## src/rtl/dual_field_tree_mult.sv

```systemverilog
module dual_field_tree_mult #(
  parameter int W = 16
) (
  input  logic            clk,
  input  logic            rst_n,
  input  logic            in_valid,
  input  logic            field_int,
  input  logic [W-1:0]    op_a,
  input  logic [W-1:0]    op_b,
  output logic            out_valid,
  output logic [2*W-1:0]  sum_vec,
  output logic [2*W-1:0]  carry_vec,
  output logic [2*W-1:0]  product
);
  localparam int PW = 2 * W;

  logic [PW-1:0] pp    [W];
  logic [PW-1:0] row_s [W];
  logic [PW-1:0] row_c [W];

  genvar gi;
  generate
    for (gi = 0; gi < W; gi++) begin : g_pp
      assign pp[gi] = PW'({W{op_b[gi]}} & op_a) << gi;
    end
  endgenerate

  assign row_s[0] = pp[0];
  assign row_c[0] = '0;

  generate
    for (gi = 1; gi < W; gi++) begin : g_csa
      logic [PW-2:0] maj;
      assign row_s[gi] = row_s[gi-1] ^ row_c[gi-1] ^ pp[gi];
      assign maj = (row_s[gi-1][PW-2:0] & row_c[gi-1][PW-2:0])
                 | (row_s[gi-1][PW-2:0] & pp[gi][PW-2:0])
                 | (row_c[gi-1][PW-2:0] & pp[gi][PW-2:0]);
      assign row_c[gi] = {maj, 1'b0} & {PW{field_int}};
    end
  endgenerate

  logic field_q;

  always_ff @(posedge clk) begin
    if (!rst_n) begin
      out_valid <= 1'b0;
      field_q   <= 1'b0;
      sum_vec   <= '0;
      carry_vec <= '0;
    end else begin
      out_valid <= in_valid;
      if (in_valid) begin
        field_q   <= field_int;
        sum_vec   <= row_s[W-1];
        carry_vec <= row_c[W-1];
      end
    end
  end

  assign product = field_q ? (sum_vec + carry_vec) : (sum_vec ^ carry_vec);

  assert_poly_no_carry_R3: assert property (@(posedge clk) disable iff (!rst_n)
    (in_valid && !field_int) |=> (carry_vec == '0));

  assert_poly_top_bit_R4: assert property (@(posedge clk) disable iff (!rst_n)
    (in_valid && !field_int) |=> (sum_vec[PW-1] == 1'b0));

  assert_one_cycle_latency_R5: assert property (@(posedge clk) disable iff (!rst_n)
    in_valid |=> out_valid);

  assert_idle_hold_R6: assert property (@(posedge clk) disable iff (!rst_n)
    (!in_valid && out_valid) |=> ($stable(sum_vec) && $stable(carry_vec) && !out_valid));

  assert_poly_resolve_R9: assert property (@(posedge clk) disable iff (!rst_n)
    (in_valid && !field_int) |=> (product == sum_vec));
endmodule

```

## config.mk

```make
export PLATFORM = sky130hd
export DESIGN_NAME = dual_field_tree_mult
export DESIGN_NICKNAME = d
export VERILOG_FILES = /design/src/rtl/dual_field_tree_mult.sv
export SDC_FILE = /design/constraint.sdc
export NUM_CORES = 1
export LEC_CHECK = 0
export BUFFER_PORTS_ARGS = -buffer_cell sky130_fd_sc_hd__buf_2
export CORE_ASPECT_RATIO = 1.75
export CORE_MARGIN = 2
export CORE_UTILIZATION = 60
export CTS_CLUSTER_DIAMETER = 200
export DETAILED_ROUTE_END_ITERATION = 6
export PLACE_DENSITY_LB_ADDON = 0.05
export SLEW_MARGIN = 0
export SYNTH_ARGS = -nofsm -noshare
export SYNTH_HDL_FRONTEND = slang
export SYNTH_SLANG_ARGS = --single-unit
```

## constraint.sdc

```tcl
create_clock -name clk -period 15.9 [get_ports clk]
set_clock_uncertainty 0.2 [all_clocks]
set_input_delay 3.18 -clock clk [delete_from_list [all_inputs] [get_ports clk]]
set_output_delay 3.18 -clock clk [all_outputs]
set_load 0.01 [all_outputs]
```

Word-level counts from Yosys, hierarchy flattened
Index checks and enable logic that the tools add are counted.

cells by class
  $add $sub $neg = 1
  mux-type cells = 1
  bitwise logic cells = 132

operator list
  operator          number
  $or A31 B31 Y31   27
  $and A31 B31 Y31  15
  $and A32 B32 Y32  14
  $xor A32 B32 Y32  14
  $and A16 B16 Y16  16
  $and A31 B19 Y31  2
  $and A31 B20 Y31  2
  $and A31 B21 Y31  2
  $and A31 B22 Y31  2
  $and A31 B23 Y31  2
  $and A31 B24 Y31  2
  $and A31 B25 Y31  2
  $and A31 B26 Y31  2
  $and A31 B27 Y31  2
  $and A31 B28 Y31  2
  $and A31 B29 Y31  2
  $and A31 B30 Y31  2
  $add A32 B32 Y32  1
  $and A18 B32 Y32  1
  $mux W32          1
  $xor A17 B32 Y32  1
  $xor A32 B18 Y32  1
  $xor A32 B19 Y32  1
  $xor A32 B20 Y32  1
  other kinds (17)  17

storage, ports and cells
  bits in registers = 66
  input bits = 36
  output and inout bits = 97

Logic depth before layout (Yosys ltp)
Gate-level depths: netlist (run 1).

  depth after elaboration = 59
  mapped depth = 33
  mapped depth without buffers = 32

Least setup slack after synthesis (run 1)
Ideal clock, no wire load.

  path type = input -> register
  from = in field_int
  to = reg sum_vec[15]
  library setup time = 0.116 ns
  arrival time = 11.664 ns
  required time = 15.584 ns
  setup slack = 3.919 ns
  stages = 33
  path buffers = 3
  cells stage by stage = clkbuf_1 clkbuf_1 clkbuf_1 nand2_1 fa_1 nand2b_1 fa_1 nand2b_1 fa_1 nand2b_1 fa_1 nand2b_1 fa_1 nand2b_1 fa_1 nand2b_1 fa_1 nand2b_1 fa_1 nand2b_1 fa_1 nand2b_1 fa_1 nand2b_1 fa_1 nand2b_1 fa_1 nand2b_1 fa_1 nand2b_1 fa_1 nand2_1 o211a_1

between the ends
  word-level cells in the longest chain between the ends = 55
  elaborated cells between the ends (all ways) = 106
  those cells by class = bitwise: 106

RTL lines
  item                  line  text
  start, declared       7     input logic field_int,
  $and A18 B32 Y32      38    assign row_c[gi] = {maj, 1'b0} & {PW{field_int}};
  $and A17 B31 Y31      35    assign maj = (row_s[gi-1][PW-2:0] & row_c[gi-1][PW-2:0])
  $or A31 B18 Y31       36    | (row_s[gi-1][PW-2:0] & pp[gi][PW-2:0])
  $or A31 B31 Y31       37    | (row_c[gi-1][PW-2:0] & pp[gi][PW-2:0]);
  $and A32 B32 Y32      38
  $and A31 B31 Y31      35
  $or A31 B31 Y31       36
  $or A31 B31 Y31       37
  (+39 left out)        n/a
  $or A31 B31 Y31       37
  $and A32 B32 Y32      38
  $and A31 B31 Y31      35
  $or A31 B31 Y31       36
  $or A31 B31 Y31       37
  $and A32 B32 Y32      38
  $xor A32 B32 Y32 *    34    assign row_s[gi] = row_s[gi-1] ^ row_c[gi-1] ^ pp[gi];
  $xor A32 B31 Y32 *    34
  end signal, assigned  54    sum_vec <= row_s[W-1];
  end, declared         11    output logic [2*W-1:0] sum_vec,

Mark *: on every way between the ends. The rest lies on a longest branch, timed or not.
A chain may end at the register's enable or synchronous reset.

==> results.txt, run 1 <==
CP most frequent cell = fa_1
IO Port Bufs = 114
CTS H-tree depth = 2
Clock power frac = 0.113
Cell Rows = 62
hold_ws = 0.290 ns
critical path capture point type = register
die boundary width = 102 um
worst skew pair latency = 0.29 ns
Longest Clk Path Bufs = 2
GRT Total Usage = 0.252
non-filler cells, final = 1364
critical path's slowest cell = buf_4
Ant. Diodes = 0
cell internal pwr = 609 uW
Syn Std Cell Area = 10000 um2
period utilization = 0.771
Power Dens Cells = 105 nW/um2
global-route wire length before repair = 36500 um
DP Wirelength = 17400 um
total number of vias = 7380
Post-synth ARST share = 0
crit path time final = 12.26 ns
arrival time worst endpoint = 12.25 ns
crit path kind = primary input to register
Post-CTS Hold Buffers = 0
commonest non-fill, non-tap cells in the layout = 211 x fa_1, 210 x nand2_1, 198 x and2_1
post-DR wirelength/cell = 15.4 um
Root Buffer = clkbuf_16
slew margin rel. = 0.476
drt drc = 0
worst slew pin tran = 0.786 ns
Inst Count DP = 1356
CP max FO = 65
1st-iter DRT viols = 222
WP data required = 15.88 ns
TritonCTS clock tree = done
Leak = 4.57 nW
commonest non-fill, non-tap cell in the layout = fa_1
Worst-path clk slew = 0.06 ns
CTS Sinks = 48
Fillers = 1511
Post-Route WL = 21000 um
area growth from synthesis to layout = 5.74%
VDD IR-drop max = 0.0000548 V
yosys warns = 0
total of max-cap violations = 0
number of CTS-inserted buffers = 5
drt pass-1 iters = 6
Initial Utilization = 0.612
crit path launch type = primary input
Avg Cell Area, Syn = 9.04 um2
combinational share of power = 0.736
synthesis-stage register bit count = 48
Core Region = 16400 um2
largest net degree at the start of global routing = 80
die footprint = 17800 um2
antenna violations before repair = 0
global route overflow = 0
Distinct cells, synth = 37
RSZ-0062 raised after global routing = false
vias in the first global route = 7678
number of synthesized flops with an enable pin = 0
final hold vios = 0
post-CTS setup buffers = 0
Hold Crit Class = register to register
global placer's final weighted congestion = 0.991
slowest stage delay, CP = 0.47 ns
IO Pins = 133
register area share after synthesis = 0.0960
fmax = 0.0815 GHz
Resized cells post-CTS = 0
Post-Syn Instances = 1107
sw power = 504 uW
ys flop type = dfxtp_1
antenna-violating nets left = 0
layout cell share with drive strength beyond 1 = 0.113
Final setup viols = 0
status = finished, final reports clean
sequential share of power = 0.151
die height = 175 um
Slew Viols, Final = 0
Final TNS setup = 0 ns
final net count = 1416
vias per cell = 5.41
sw frac = 0.453
==> metal layers <==
metal	track usage	wire length, um	vias to the layer above
li1	-	-	3414
met1	0.315	8460	3796
met2	0.465	11800	149
met3	0.0132	499	21
met4	0.0642	306	0
met5	0	0	-
==> power groups by stage <==
stage          Clock, mW  Combinational [mW]  Sequential [mW]
2_1_floorplan          0               0.616            0.177
3_3_place_gp           0               0.795            0.170
3_5_place_dp           0               0.826            0.171
4_1_cts            0.127               0.826            0.168
5_1_grt            0.131               0.956            0.172
6_report           0.125               0.819            0.168
==> worst paths after layout <==
kind,start,end,slack [ns],depth (start not counted)
hold reg to reg,sum_vec[12]$_SDFFE_PN0P_,sum_vec[12]$_SDFFE_PN0P_,0.29,1
hold / removal,sum_vec[12]$_SDFFE_PN0P_,sum_vec[12]$_SDFFE_PN0P_,0.29,1
setup / recovery,field_int,sum_vec[29]$_SDFFE_PN0P_,3.64,32
setup reg to reg,field_q$_SDFFE_PN0P_,field_q$_SDFFE_PN0P_,14.28,3
==> sequential cells by signal, indices dropped and copies added (netlist names) <==
| name | cells |
|---|---|
| sum_vec | 31 |
| carry_vec | 15 |
| field_q | 1 |
| out_valid | 1 |
==> worst max-delay path: cells and delay by family <==
family	cells	cell delay, ns
buf+inv	2	0.88
mux	1	0.16
fa+ha+maj	14	5.53
simple gates	15	2.46
==> final cells by class <==
type	count	area (um2)	share of cell area
inverters	53	199	0.0188
clock buffers	6	139	0.0131
well taps	224	280	0.0265
flip-flops and latches	48	961	0.0908
repair buffers	118	603	0.0570
clock inverters	2	38.8	0.00366
multi-input cells	913	8360	0.790
==> cells in the mapped netlist, types with 2 or more instances <==
library cell  number  area [um2]
o211a_1           27         270
a21boi_0           3        22.5
and2_1           198        1240
ha_1              30         375
nor3_1             2        10.0
inv_1             53         199
xnor2_1            7        61.3
o21ai_0           11        55.1
nand2_1          210         788
fa_1             211        4220
buf_4             36         270
nand2b_1         109         682
nor2b_1           14        87.6
buf_2              2        10.0
nor2_1             8        30.0
nand4_1            2        12.5
a211oi_1           3        22.5
o22ai_1           16         100
a21oi_1           17        85.1
clkbuf_1          72         270
mux2i_1            2        20.0
xor2_1             6        52.6
dfxtp_1           48         961
and4_1             2        17.5
nand3_1            6        30.0
==> stage by stage <==
step	cell area (um2)	power, mW	setup slack, ns	util
finish	10600	1.11	3.64	0.647
global placement	10400	0.965	3.28	0.636
floorplan	10100	0.793	3.92	-
CTS	10600	1.12	3.54	0.647
detailed placement	10400	0.997	3.28	0.636
global route	10600	1.26	3.04	0.647
==> kinds of logic after synthesis <==
family | Yosys count | share of synthesized area
buffers and inverters | 163 | 0.0749
AOI/OAI and AO/OA | 86 | 0.0650
xor gates and xnor gates | 13 | 0.0114
DFF | 48 | 0.0960
adders and majority gates | 241 | 0.459
other | 1 | 0.000375
muxes | 2 | 0.00200
and+or+nand+nor | 553 | 0.291
Power figures use the tool's default switching activity.
==> run 2, diff against run 1 <==
Settings changed: CORE_UTILIZATION 60 to 55.
Clock period 15.9 ns to 10.6 ns, I/O delays scaled along.
==> results.txt, run 2 (same netlist as run 1, synthesis figures left out) <==
Post-Route WL = 21500 um
register bank with the most flops = sum_vec
WP data required = 10.58 ns
number of CTS-inserted buffers = 5
status = finished, final reports clean
total number of vias = 7504
worst skew pair latency = 0.28 ns
commonest non-fill, non-tap cells in the layout = 210 x nand2_1, 166 x and2_1, 162 x fa_1
CP delay by family, top = adder cells
antenna-violating nets left = 0
worst slew pin tran = 0.799 ns
final net count = 1453
Core Region = 18000 um2
Longest Clk Path Bufs = 2
TritonCTS clock tree = done
Final setup viols = 0
WP depth = 34
die height = 182 um
total power draw = 1.82 mW
area growth from synthesis to layout = 16.7%
slowest stage delay, CP = 0.50 ns
CTS H-tree depth = 2
Cell Rows = 65
commonest non-fill, non-tap cell in the layout = nand2_1
critical path's slowest cell = fa_1
layout cell share with drive strength beyond 1 = 0.277
largest net degree at the start of global routing = 80
Worst-path clk slew = 0.06 ns
Area after DPL = 10800 um2
crit path time final = 10.39 ns
vias in the first global route = 7766
total of max-cap violations = 0
r2r worst-path depth = 3
Power Dens Cells = 156 nW/um2
max reg flops = 31
IO Port Bufs = 114
Hold Path Stages = 1
post-CTS setup buffers = 0
period utilization = 0.980
global route overflow = 0
crit path kind = primary input to register
critical path capture point type = register
VDD IR-drop max = 0.000127 V
Fillers = 1585
Leak = 5.41 nW
Final TNS setup = 0 ns
fmax = 0.0962 GHz
GRT Total Usage = 0.231
Initial Utilization = 0.557
slew margin rel. = 0.467
drt drc = 0
global placer's final weighted congestion = 0.882
Hold Crit Class = register to register
crit path launch type = primary input
arrival time worst endpoint = 10.37 ns
Root Buffer = clkbuf_16
Final Cell Area = 11700 um2
DP Wirelength = 18200 um
die boundary width = 106 um
antenna violations before repair = 0
CTS Sinks = 48
final hold vios = 0
1st-iter DRT viols = 230
Slew Viols, Final = 0
CP max FO = 14
Ant. Diodes = 0
Bufs and invs on worst path = 3
die footprint = 19300 um2
Post-CTS Hold Buffers = 0
IO Pins = 133
post-DR wirelength/cell = 15.3 um
CP most frequent cell = nand2b_4
drt pass-1 iters = 4
vias per cell = 5.32
largest registers = sum_vec x31, carry_vec x15
global-route wire length before repair = 37000 um
-- run 2: worst paths after layout --
path                                              start                  endpoint  slack (ns)
worst min register to register  sum_vec[9]$_SDFFE_PN0P_   sum_vec[9]$_SDFFE_PN0P_        0.29
worst max register to register     field_q$_SDFFE_PN0P_      field_q$_SDFFE_PN0P_        9.06
worst min-delay path            sum_vec[9]$_SDFFE_PN0P_   sum_vec[9]$_SDFFE_PN0P_        0.29
worst max-delay path                            op_b[0]  sum_vec[15]$_SDFFE_PN0P_        0.21
-- run 2: area by class of cell --
cell class                 count  area, um2  share of cell area
clock inverter                 2       60.1             0.00514
inverter                      53        199              0.0170
timing repair buffer         155        947              0.0811
clock buffer                   5        125              0.0107
tap                          234        293              0.0251
multi-input combinational    913       9100               0.779
sequential                    48        961              0.0822
-- run 2: per-layer routing --
metal,vias to the layer above,track usage,part of all wire
li1,3490,-,-
met1,3867,0.286,0.40
met2,120,0.441,0.56
met3,27,0.0100,0.020
met4,0,0.0553,0.017
met5,-,0,0
-- run 2: what timing repair did --
action / CTS / global route
pin swaps: 0 / 30
endpoints found under the setup margin: 16 / 30
gates resized for setup: 18 / 137
-- run 2: power by group --
group / internal, mW / total (mW) / leakage (nW) / switching, mW
Combinational: 0.681 / 1.37 / 4.93 / 0.685
Sequential: 0.219 / 0.253 / 0.395 / 0.0341
Clock: 0.134 / 0.198 / 0.0899 / 0.0641
-- run 2: stage by stage --
| step | cells | utilization | hold WS (ns) | setup WS, ns |
|---|---|---|---|---|
| floorplan | 1124 | - | 0.311 | -0.000806 |
| global placement | 1403 | 0.600 | 0.275 | -0.383 |
| detailed placement | 1403 | 0.600 | 0.285 | -0.470 |
| CTS | 1410 | 0.615 | 0.300 | -0.000438 |
| global route | 1410 | 0.650 | 0.316 | -0.0443 |
| finish | 1410 | 0.650 | 0.294 | 0.209 |
